$ cat config.mk
export PLATFORM = sky130hd
export DESIGN_NAME = dac_feed_ctrl
export DESIGN_NICKNAME = d
export VERILOG_FILES = /design/src/rtl/dac_feed_pkg.sv /design/src/rtl/dac_code_unpack.sv /design/src/rtl/dac_sample_fifo.sv /design/src/rtl/dac_rate_timer.sv /design/src/rtl/dac_feed_ctrl.sv
export SDC_FILE = /design/constraint.sdc
export NUM_CORES = 1
export LEC_CHECK = 0
export BUFFER_PORTS_ARGS = -buffer_cell sky130_fd_sc_hd__buf_2
export CORE_MARGIN = 3
export CORE_UTILIZATION = 59
export CTS_CLUSTER_SIZE = 10
export DETAILED_ROUTE_END_ITERATION = 8
export GPL_TIMING_DRIVEN = 0
export PLACE_DENSITY = 0.91
export SYNTH_ARGS = -nofsm -noshare
export SYNTH_HDL_FRONTEND = slang
export SYNTH_SLANG_ARGS = --single-unit
$ cat constraint.sdc
create_clock -name clk -period 7.27 [get_ports clk]
set_input_delay 0 -clock clk [delete_from_list [all_inputs] [get_ports clk]]
set_output_delay 0 -clock clk [all_outputs]
set_load 0.1 [all_outputs]
$ cat src/rtl/dac_feed_pkg.sv
package dac_feed_pkg;

    typedef enum logic [1:0] {
        TRIG_FIFO = 2'b00,
        TRIG_ADC  = 2'b01,
        TRIG_SW   = 2'b10,
        TRIG_NONE = 2'b11
    } start_trig_t;

    localparam logic [1:0] OP_STATIC = 2'b00;

    typedef enum logic [1:0] {
        ST_IDLE   = 2'b00,
        ST_STATIC = 2'b01,
        ST_PACED  = 2'b10
    } run_state_t;

endpackage

$ cat src/rtl/dac_code_unpack.sv
module dac_code_unpack #(
    parameter int CODE_W = 12
) (
    input  logic [15:0]       bus_word,
    output logic [CODE_W-1:0] code
);
    generate
        if (CODE_W == 12) begin : g_wide
            // code occupies the top twelve bits; bottom nibble is padding
            assign code = bus_word[15:4];
            logic pad_unused;
            assign pad_unused = ^bus_word[3:0];
        end else begin : g_byte
            assign code = bus_word[CODE_W-1:0];
            logic pad_unused;
            assign pad_unused = ^bus_word[15:CODE_W];
        end
    endgenerate
endmodule

$ cat src/rtl/dac_sample_fifo.sv
module dac_sample_fifo #(
    parameter int WIDTH = 12,
    parameter int DEPTH = 8
) (
    input  logic             clk,
    input  logic             rst,
    input  logic             push,
    input  logic [WIDTH-1:0] push_data,
    input  logic             pop,
    output logic [WIDTH-1:0] head,
    output logic             full,
    output logic             empty
);
    localparam int PTR_W = $clog2(DEPTH);

    logic [WIDTH-1:0] slots [DEPTH];
    logic [PTR_W-1:0] wr_ptr, rd_ptr;
    logic [PTR_W:0]   fill;

    assign full  = (fill == DEPTH[PTR_W:0]);
    assign empty = (fill == '0);
    assign head  = slots[rd_ptr];

    always_ff @(posedge clk) begin
        if (rst) begin
            wr_ptr <= '0;
            rd_ptr <= '0;
            fill   <= '0;
        end else begin
            if (push) begin
                slots[wr_ptr] <= push_data;
                wr_ptr        <= wr_ptr + 1'b1;
            end
            if (pop) rd_ptr <= rd_ptr + 1'b1;
            unique case ({push, pop})
                2'b10:   fill <= fill + 1'b1;
                2'b01:   fill <= fill - 1'b1;
                default: fill <= fill;
            endcase
        end
    end
endmodule

$ cat src/rtl/dac_rate_timer.sv
module dac_rate_timer #(
    parameter int RATE_W = 8
) (
    input  logic              clk,
    input  logic              rst,
    input  logic              run,
    input  logic [RATE_W-1:0] rate,
    output logic              tick
);
    logic [RATE_W-1:0] cnt;

    assign tick = run && (cnt == rate);

    always_ff @(posedge clk) begin
        if (rst || !run || tick) cnt <= '0;
        else                     cnt <= cnt + 1'b1;
    end
endmodule

$ cat src/rtl/dac_feed_ctrl.sv
module dac_feed_ctrl
    import dac_feed_pkg::*;
#(
    parameter int CODE_W = 12,
    parameter int DEPTH  = 8,
    parameter int RATE_W = 8
) (
    input  logic              clk,
    input  logic              rst,
    input  logic              wr_en,
    input  logic [15:0]       wr_data,
    input  logic [1:0]        start_mode,
    input  logic [1:0]        op_mode,
    input  logic              sw_start,
    input  logic              adc_start,
    input  logic [RATE_W-1:0] rate,
    output logic [CODE_W-1:0] code_out,
    output logic              code_valid,
    output logic              fifo_full,
    output logic              fifo_empty,
    output logic              underrun,
    output logic              overflow
);
    run_state_t        state, state_nxt;
    logic              start_bit;
    logic              start_hit;
    logic              tick;
    logic              push, pop;
    logic [CODE_W-1:0] new_code, head_code;
    logic              in_idle;

    assign in_idle = (state == ST_IDLE);
    assign push    = wr_en && !fifo_full;
    assign pop     = !fifo_empty &&
                     ((state == ST_STATIC) || (state == ST_PACED && tick));

    dac_code_unpack #(.CODE_W(CODE_W)) u_unpack (
        .bus_word (wr_data),
        .code     (new_code)
    );

    dac_sample_fifo #(.WIDTH(CODE_W), .DEPTH(DEPTH)) u_fifo (
        .clk       (clk),
        .rst       (rst),
        .push      (push),
        .push_data (new_code),
        .pop       (pop),
        .head      (head_code),
        .full      (fifo_full),
        .empty     (fifo_empty)
    );

    dac_rate_timer #(.RATE_W(RATE_W)) u_timer (
        .clk  (clk),
        .rst  (rst),
        .run  (state == ST_PACED),
        .rate (rate),
        .tick (tick)
    );

    // trigger decode
    always_comb begin
        unique case (start_mode)
            TRIG_FIFO: start_hit = !fifo_empty;
            TRIG_ADC:  start_hit = adc_start;
            TRIG_SW:   start_hit = start_bit;
            default:   start_hit = 1'b0;
        endcase
    end

    // next-state logic
    always_comb begin
        state_nxt = state;
        unique case (state)
            ST_IDLE: begin
                if (start_hit)
                    state_nxt = (op_mode == OP_STATIC) ? ST_STATIC : ST_PACED;
            end
            ST_STATIC: state_nxt = ST_STATIC;
            ST_PACED:  state_nxt = ST_PACED;
            default:   state_nxt = ST_IDLE;
        endcase
    end

    // state register
    always_ff @(posedge clk) begin
        if (rst) state <= ST_IDLE;
        else     state <= state_nxt;
    end

    // outputs and flags
    always_ff @(posedge clk) begin
        if (rst) begin
            code_out   <= '0;
            code_valid <= 1'b0;
            underrun   <= 1'b0;
            overflow   <= 1'b0;
            start_bit  <= 1'b0;
        end else begin
            start_bit <= sw_start;
            if (pop) begin
                code_out   <= head_code;
                code_valid <= 1'b1;
            end
            if (wr_en && fifo_full)
                overflow <= 1'b1;
            if (state == ST_PACED && tick && fifo_empty)
                underrun <= 1'b1;
        end
    end
endmodule

# ---- Word-level counts from Yosys, hierarchy flattened
# Memory sizes are Yosys's and may differ from the RTL's. A register that Yosys moved wholly into a read port is not among the register bits.
# Cells that the tools add are included.
dict set report classes {
  n_mux 8
  n_reduce_logical 17
  addsub 5
  n_eq_ne 9
}
# operator n
set ops {}
lappend ops {{$add A8 B1 Y8 const B} 1}
lappend ops {{$eq A8 B8 Y1} 1}
lappend ops {{$pmux W4 S2} 1}
lappend ops {{$add A3 B1 Y3 const B} 2}
lappend ops {{$eq A2 B1 Y1 const B} 3}
lappend ops {{$eq A2 B2 Y1 const B} 3}
lappend ops {{$logic_and A1 B1 Y1} 6}
lappend ops {{$logic_not A2 Y1} 3}
lappend ops {{$pmux W2 S3} 1}
lappend ops {{$add A4 B1 Y4 const B} 1}
lappend ops {{$eq A4 B4 Y1 const B} 1}
lappend ops {{$logic_not A4 Y1} 1}
lappend ops {{$mux W2} 2}
lappend ops {{$sub A4 B1 Y4 const B} 1}
lappend ops {{$logic_not A1 Y1} 3}
lappend ops {{$logic_or A1 B1 Y1} 3}
lappend ops {{$mux W1} 3}
lappend ops {{$pmux W1 S3} 1}
lappend ops {{$ne A2 B2 Y1 const B} 1}
lappend ops {{$reduce_bool A2 Y1} 1}
dict set report totals {
  output_inout_bits 17
  wordCells 49
  memories 1
  in_bits 33
  register_bits 24
  mem_bits_rw 96
}
# memory depth word_bits rd rd_clocked_by_memory_dff wr line_no
set memory_table {}
lappend memory_table {u_fifo.slots 8 12 1 1 1 dac_sample_fifo.sv:16} ;# logic [WIDTH-1:0] slots [DEPTH];

# ---- Depth between registers and ports, before layout
dict set report logic_depth {
  word_depth 7
  mapped_depth 12
}

# ---- Cells and area by module
# Synthesis repeated with hierarchy kept, for this count alone.
dict set report hier_totals {
  cells_unflattened 351
  hier_area_um2 5711.7
}
# module cells_each n_inst area_each_um2 seq_area_each_um2
set by_module_without_submodules {}
lappend by_module_without_submodules {dac_sample_fifo 212 1 4336.7 3143.0}
lappend by_module_without_submodules {dac_feed_ctrl 79 1 810.8 360.3}
lappend by_module_without_submodules {dac_rate_timer 48 1 474.2 160.2}
lappend by_module_without_submodules {dac_code_unpack 12 1 90.1 0.0}

# ---- Worst setup path after synthesis
# OpenSTA, ideal clock, no wires.
dict set report synth_timing {
  kind {flip-flop to flip-flop}
  start {reg u_fifo.fill[0]}
  end {reg u_fifo.fill[3]}
  t_required_ns 7.197
  setup_slack_ns 1.497
  setup_ns 0.073
  period_less_slack_ns 5.773
  n_path_buf 0
  path_stages_with_launch 11
  t_arrival_ns 5.700
  cell_sequence {dfxtp_1 -> nor4b_1 -> nor2b_1 -> inv_1 -> ha_1 -> ha_1 -> a21o_1 -> a21oi_1 -> xnor2_1 -> or3_1 -> a21oi_1}
}
dict set report synth_between {
  elab_chain_len 5
  elab_cells_between_ends 12
  cone_classes {2 x add/sub; 3 x eq/ne; 1 x mux; 6 x reduce/logical}
}
# item line_no
set synth_lines {}
lappend synth_lines {{start: declaration} dac_sample_fifo.sv:18} ;# logic [PTR_W:0] fill;
lappend synth_lines {{start signal: assignment} dac_sample_fifo.sv:36} ;# 2'b10: fill <= fill + 1'b1;
lappend synth_lines {{start signal: assignment} dac_sample_fifo.sv:37} ;# 2'b01: fill <= fill - 1'b1;
lappend synth_lines {{start signal: assignment} dac_sample_fifo.sv:38} ;# default: fill <= fill;
lappend synth_lines {{$eq A4 B4 Y1 (*)} dac_sample_fifo.sv:20} ;# assign full = (fill == DEPTH[PTR_W:0]);
lappend synth_lines {{net fifo_full} dac_feed_ctrl.sv:19} ;# output logic fifo_full,
lappend synth_lines {{$logic_not A1 Y1 (*)} dac_feed_ctrl.sv:33} ;# assign push = wr_en && !fifo_full;
lappend synth_lines {{$logic_and A1 B1 Y1 (*)} dac_feed_ctrl.sv:33}
lappend synth_lines {{$eq A2 B1 Y1 or $eq A2 B2 Y1 (tied branches)} dac_sample_fifo.sv:35} ;# unique case ({push, pop})
lappend synth_lines {{$pmux W4 S2 or $reduce_bool A2 Y1 (tied branches)} n/a}
# The timed path passes the listed nets; every way through them passes the cells marked *.
# A chain may end at the register's enable or synchronous reset.

# ---- Worst setup path after layout
dict set report layout_timing {
  start {reg u_timer.cnt[2]}
  end {reg u_fifo.fill[3]}
}
dict set report layout_between {
  elab_chain_len 7
  elab_cells_between_ends 9
  cone_classes {3 x eq/ne; 1 x mux; 5 x reduce/logical}
}
# item line_no
set layout_lines {}
lappend layout_lines {{start: declaration} dac_rate_timer.sv:10} ;# logic [RATE_W-1:0] cnt;
lappend layout_lines {{start signal: assignment} dac_rate_timer.sv:16} ;# else cnt <= cnt + 1'b1;
lappend layout_lines {{$eq A8 B8 Y1 (*)} dac_rate_timer.sv:12} ;# assign tick = run && (cnt == rate);
lappend layout_lines {{$logic_and A1 B1 Y1 (*)} dac_rate_timer.sv:12}
lappend layout_lines {{$logic_and A1 B1 Y1 (*)} dac_feed_ctrl.sv:35} ;# ((state == ST_STATIC) || (state == ST_PACED && tick));
lappend layout_lines {{$logic_or A1 B1 Y1 (*)} dac_feed_ctrl.sv:35}
lappend layout_lines {{$logic_and A1 B1 Y1 (*)} dac_feed_ctrl.sv:34} ;# assign pop = !fifo_empty &&
lappend layout_lines {{$eq A2 B1 Y1 or $eq A2 B2 Y1 (tied branches)} dac_sample_fifo.sv:35}
lappend layout_lines {{$pmux W4 S2 or $reduce_bool A2 Y1 (tied branches)} n/a}
# Mark *: on every way between the ends. The rest lies on a longest branch, timed or not.

==> impl_metrics.py <==
metrics = {
    "route": {
        "route.met2.wl_um": 5630,
        "first_pass_iters": 5,
        "dr.max_layer_used": "met4",
        "route.met3.wl_um": 697,
        "initialDrtViolationCount": 323,
        "wl_um": 11200,
        "routed_via_density": 5.96,
        "drt-met1-wl_um": 4600,
        "vias": 3172,
        "drtAntennaViolNets": 0,
        "route.detailed.drc": 0,
        "wl_per_cell_um": 21.0,
    },
    "setup_path": {
        "crit_path_cell_trace": "xnor2_1 -> nand3_1 -> o32a_1 -> nor2_2 -> buf_6 -> ha_1 -> ha_1 -> a21o_1 -> a21oi_1 -> xnor2_1 -> or3_1 -> a21oi_1",
        "worstPathArrival_ns": 3.48,
        "slowest_stage": "o32a_1",
        "slowest_delay_ns": 0.44,
        "critPathCaptureType": "flop",
        "cp.required_ns": 7.71,
        "ff2ff_path_depth": 12,
        "crit_buf_inv": 1,
        "path_depth": 12,
        "startpoint_type": "flop",
        "crit_family": "compound AO/OA/AOI/OAI gates",
        "cp_max_fo": 10,
        "criticalPathCategory": "reg -> reg",
    },
    "sta": {
        "whs_ns": 0.0282,
        "max-slew-margin-rel_pct": 9.24,
        "worst_pin_slew_ns": 1.36,
        "rsz0062_at_grt": "no",
        "min_period_ns": 3.04,
        "fin_worst_skew_ns": 0.00477,
        "fin_crit_sh_pct": 41.8,
        "setup-violations-final": 0,
        "setup_slack_ns": 4.23,
        "fmax_mhz": 329,
        "fin_setup_tns_ns": 0,
        "maxSlewViolCount": 0,
        "finalHoldViolCount": 0,
    },
    "pwr": {
        "p_sw_share_pct": 22.5,
        "p_leak_nw": 2.32,
        "p_sw_mw": 0.395,
        "pwr-share-comb_pct": 6.8,
        "total_power_mw": 1.75,
        "pwr-share-seq_pct": 47.4,
        "ir_drop_mv": 0.176,
        "power_density_nw_per_um2": 271,
        "p_clk_share_pct": 45.8,
        "p_int_mw": 1.36,
    },
    "place": {
        "gp_congestion": 0.842,
        "numPortBuffers": 44,
        "placedCellCount": 480,
        "place_hpwl_um": 6970,
        "dp_slack_ns": 4.30,
        "post_dp_cell_area_um2": 5710,
    },
    "logic_synthesis": {
        "netlist_instances": 325,
        "synthesis.area_um2": 5280,
        "synth_top_cells_by_count": "edfxtp_1 (96), dfxtp_1 (36), nor2_1 (25)",
        "ys.flop_type": "edfxtp_1",
        "avgSynthCellArea_um2": 16.2,
        "post-synth-top-area-cell": "edfxtp_1",
        "yosys_warnings": 0,
        "netlist-cell-type-count": 39,
        "synth_most_common_cell": "edfxtp_1",
        "yosysTopAreaCellShare_pct": 54.6,
        "synth.area.top_cells": "edfxtp_1 (55%), dfxtp_1 (14%), mux4_2 (10%)",
        "synthArstFlopShare_pct": 0,
        "yosys_register_bits": 132,
        "seq_area_frac_synth_pct": 68.3,
        "synth_edf_count": 96,
        "syn_nets": 365,
    },
    "final_layout": {
        "fin_util_pct": 76.6,
        "area_growth_syn_to_layout_pct": 22.9,
        "finalNonFillerCells": 532,
        "final_nets": 454,
        "diodes": 0,
        "design_area_um2": 6480,
        "drive_gt1_share_pct": 31.4,
    },
    "clocking": {
        "post_cts_buffers": 0,
        "clock_path_buffers": 2,
        "clock-root-buffer": "clkbuf_8",
        "numCtsBuffers": 17,
        "clkLatencyLatePin_ns": 0.52,
        "cts-resized-gates": 0,
        "cts_tree": "built",
        "htreeDepth": 4,
        "clk_pin_slew_ns": 0.06,
        "cts_sinks": 132,
    },
    "floorplanning": {
        "start_util_pct": 62.3,
        "die_y_um": 101,
        "io_pins": 50,
        "die_x_um": 101,
        "core_um2": 8460,
        "rows": 33,
        "die-area_um2": 10100,
    },
    "global_route": {
        "grt_pass1_wl_um": 17600,
        "grt_pass1_vias": 3316,
        "grt_max_degree": 17,
        "antenna_found_initial": 0,
        "grt_use_total_pct": 23.9,
        "grt_overflow": 0,
    },
    "hold_path": {
        "hold_depth": 3,
        "hp-class": "in -> reg",
    },
    "run_status": {
        "status": "finished, final reports clean",
    },
    "job": {
        "maxCapViolations": 0,
    },
}
## state kept, by name (all words and copies together), names as in the netlist
| register | cells |
|---|---|
| u_fifo.slots | 96 |
| code_out | 12 |
| u_timer.cnt | 8 |
| u_fifo.fill | 4 |
| u_fifo.rd_ptr | 3 |
| u_fifo.wr_ptr | 3 |
| state | 2 |
| code_valid | 1 |
| overflow | 1 |
| start_bit | 1 |
| underrun | 1 |
## metal layers
| metal | GRT usage (%) | up-vias |
|---|---|---|
| met5 | 0 | - |
| met4 | 9.74 | 0 |
| met3 | 5.40 | 24 |
| met2 | 40.1 | 139 |
| met1 | 30.2 | 1575 |
| li1 | - | 1434 |
## logic make-up after synthesis
| family | count (synthesis) | share of synthesized area (%) |
|---|---|---|
| XOR/XNOR | 19 | 3.15 |
| adder cells (fa/ha/maj) | 7 | 1.80 |
| multiplexers | 37 | 12.7 |
| AND/OR/NAND/NOR | 61 | 5.67 |
| AO/OA/AOI/OAI | 45 | 6.10 |
| buffers and inverters | 24 | 2.25 |
| flip-flops | 132 | 68.3 |
## power by group through the flow
stage               clock network (mW)  logic, mW  registers [mW]
floorplan                            0     0.0603           0.857
global placement                     0      0.100           0.845
detailed placement                   0      0.108           0.846
CTS                              0.806      0.119           0.831
global route                     0.847      0.129           0.832
finish                           0.804      0.119           0.831
## what timing repair did
item | CTS | global route
endpoints found under the setup margin | 0 | 0
hold buffers | 19 | 0
endpoints found under the hold margin | 101 | 0
## layout make-up
cell class	instances	area [um^2]
Tap cell	105	131
Sequential cell	132	3600
Clock buffer	19	432
Inverter	8	30.0
Fill cell	441	1980
Timing Repair Buffer	70	482
Multi-Input combinational cell	169	1580
Clock inverter	13	134
Buffer	16	88.8
## worst paths after layout
kind | start | to | slack (ns)
min | rst | u_fifo.rd_ptr[2] | 0.03
min reg2reg | state[0] | state[1] | 0.47
max | u_timer.cnt[2] | u_fifo.fill[3] | 4.23
max reg2reg | u_timer.cnt[2] | u_fifo.fill[3] | 4.23
## worst reg2reg max path: cells and delay by family (launching register included)
kind | cells | cell delay, ns
xor+xnor | 2 | 0.25
simple gates | 3 | 0.71
flops | 1 | 0.42
buf+inv | 1 | 0.21
compound gates | 4 | 0.92
fa+ha+maj | 2 | 0.46
## cell usage in the layout, fill, tap and decap left out, drive strengths merged, types with 7 or more instances in the layout
master / netlist / layout
dlygate4sd3: 0 / 19
clkbuf: 7 / 26
dfxtp: 36 / 36
nand2: 7 / 7
buf: 9 / 60
xnor2: 12 / 12
a21oi: 24 / 24
mux4: 24 / 24
xor2: 7 / 7
inv: 7 / 9
clkinv: 1 / 7
mux2i: 13 / 13
nor2: 26 / 26
a211oi: 12 / 12
edfxtp: 96 / 96
(Power assumes the default switching activity.)
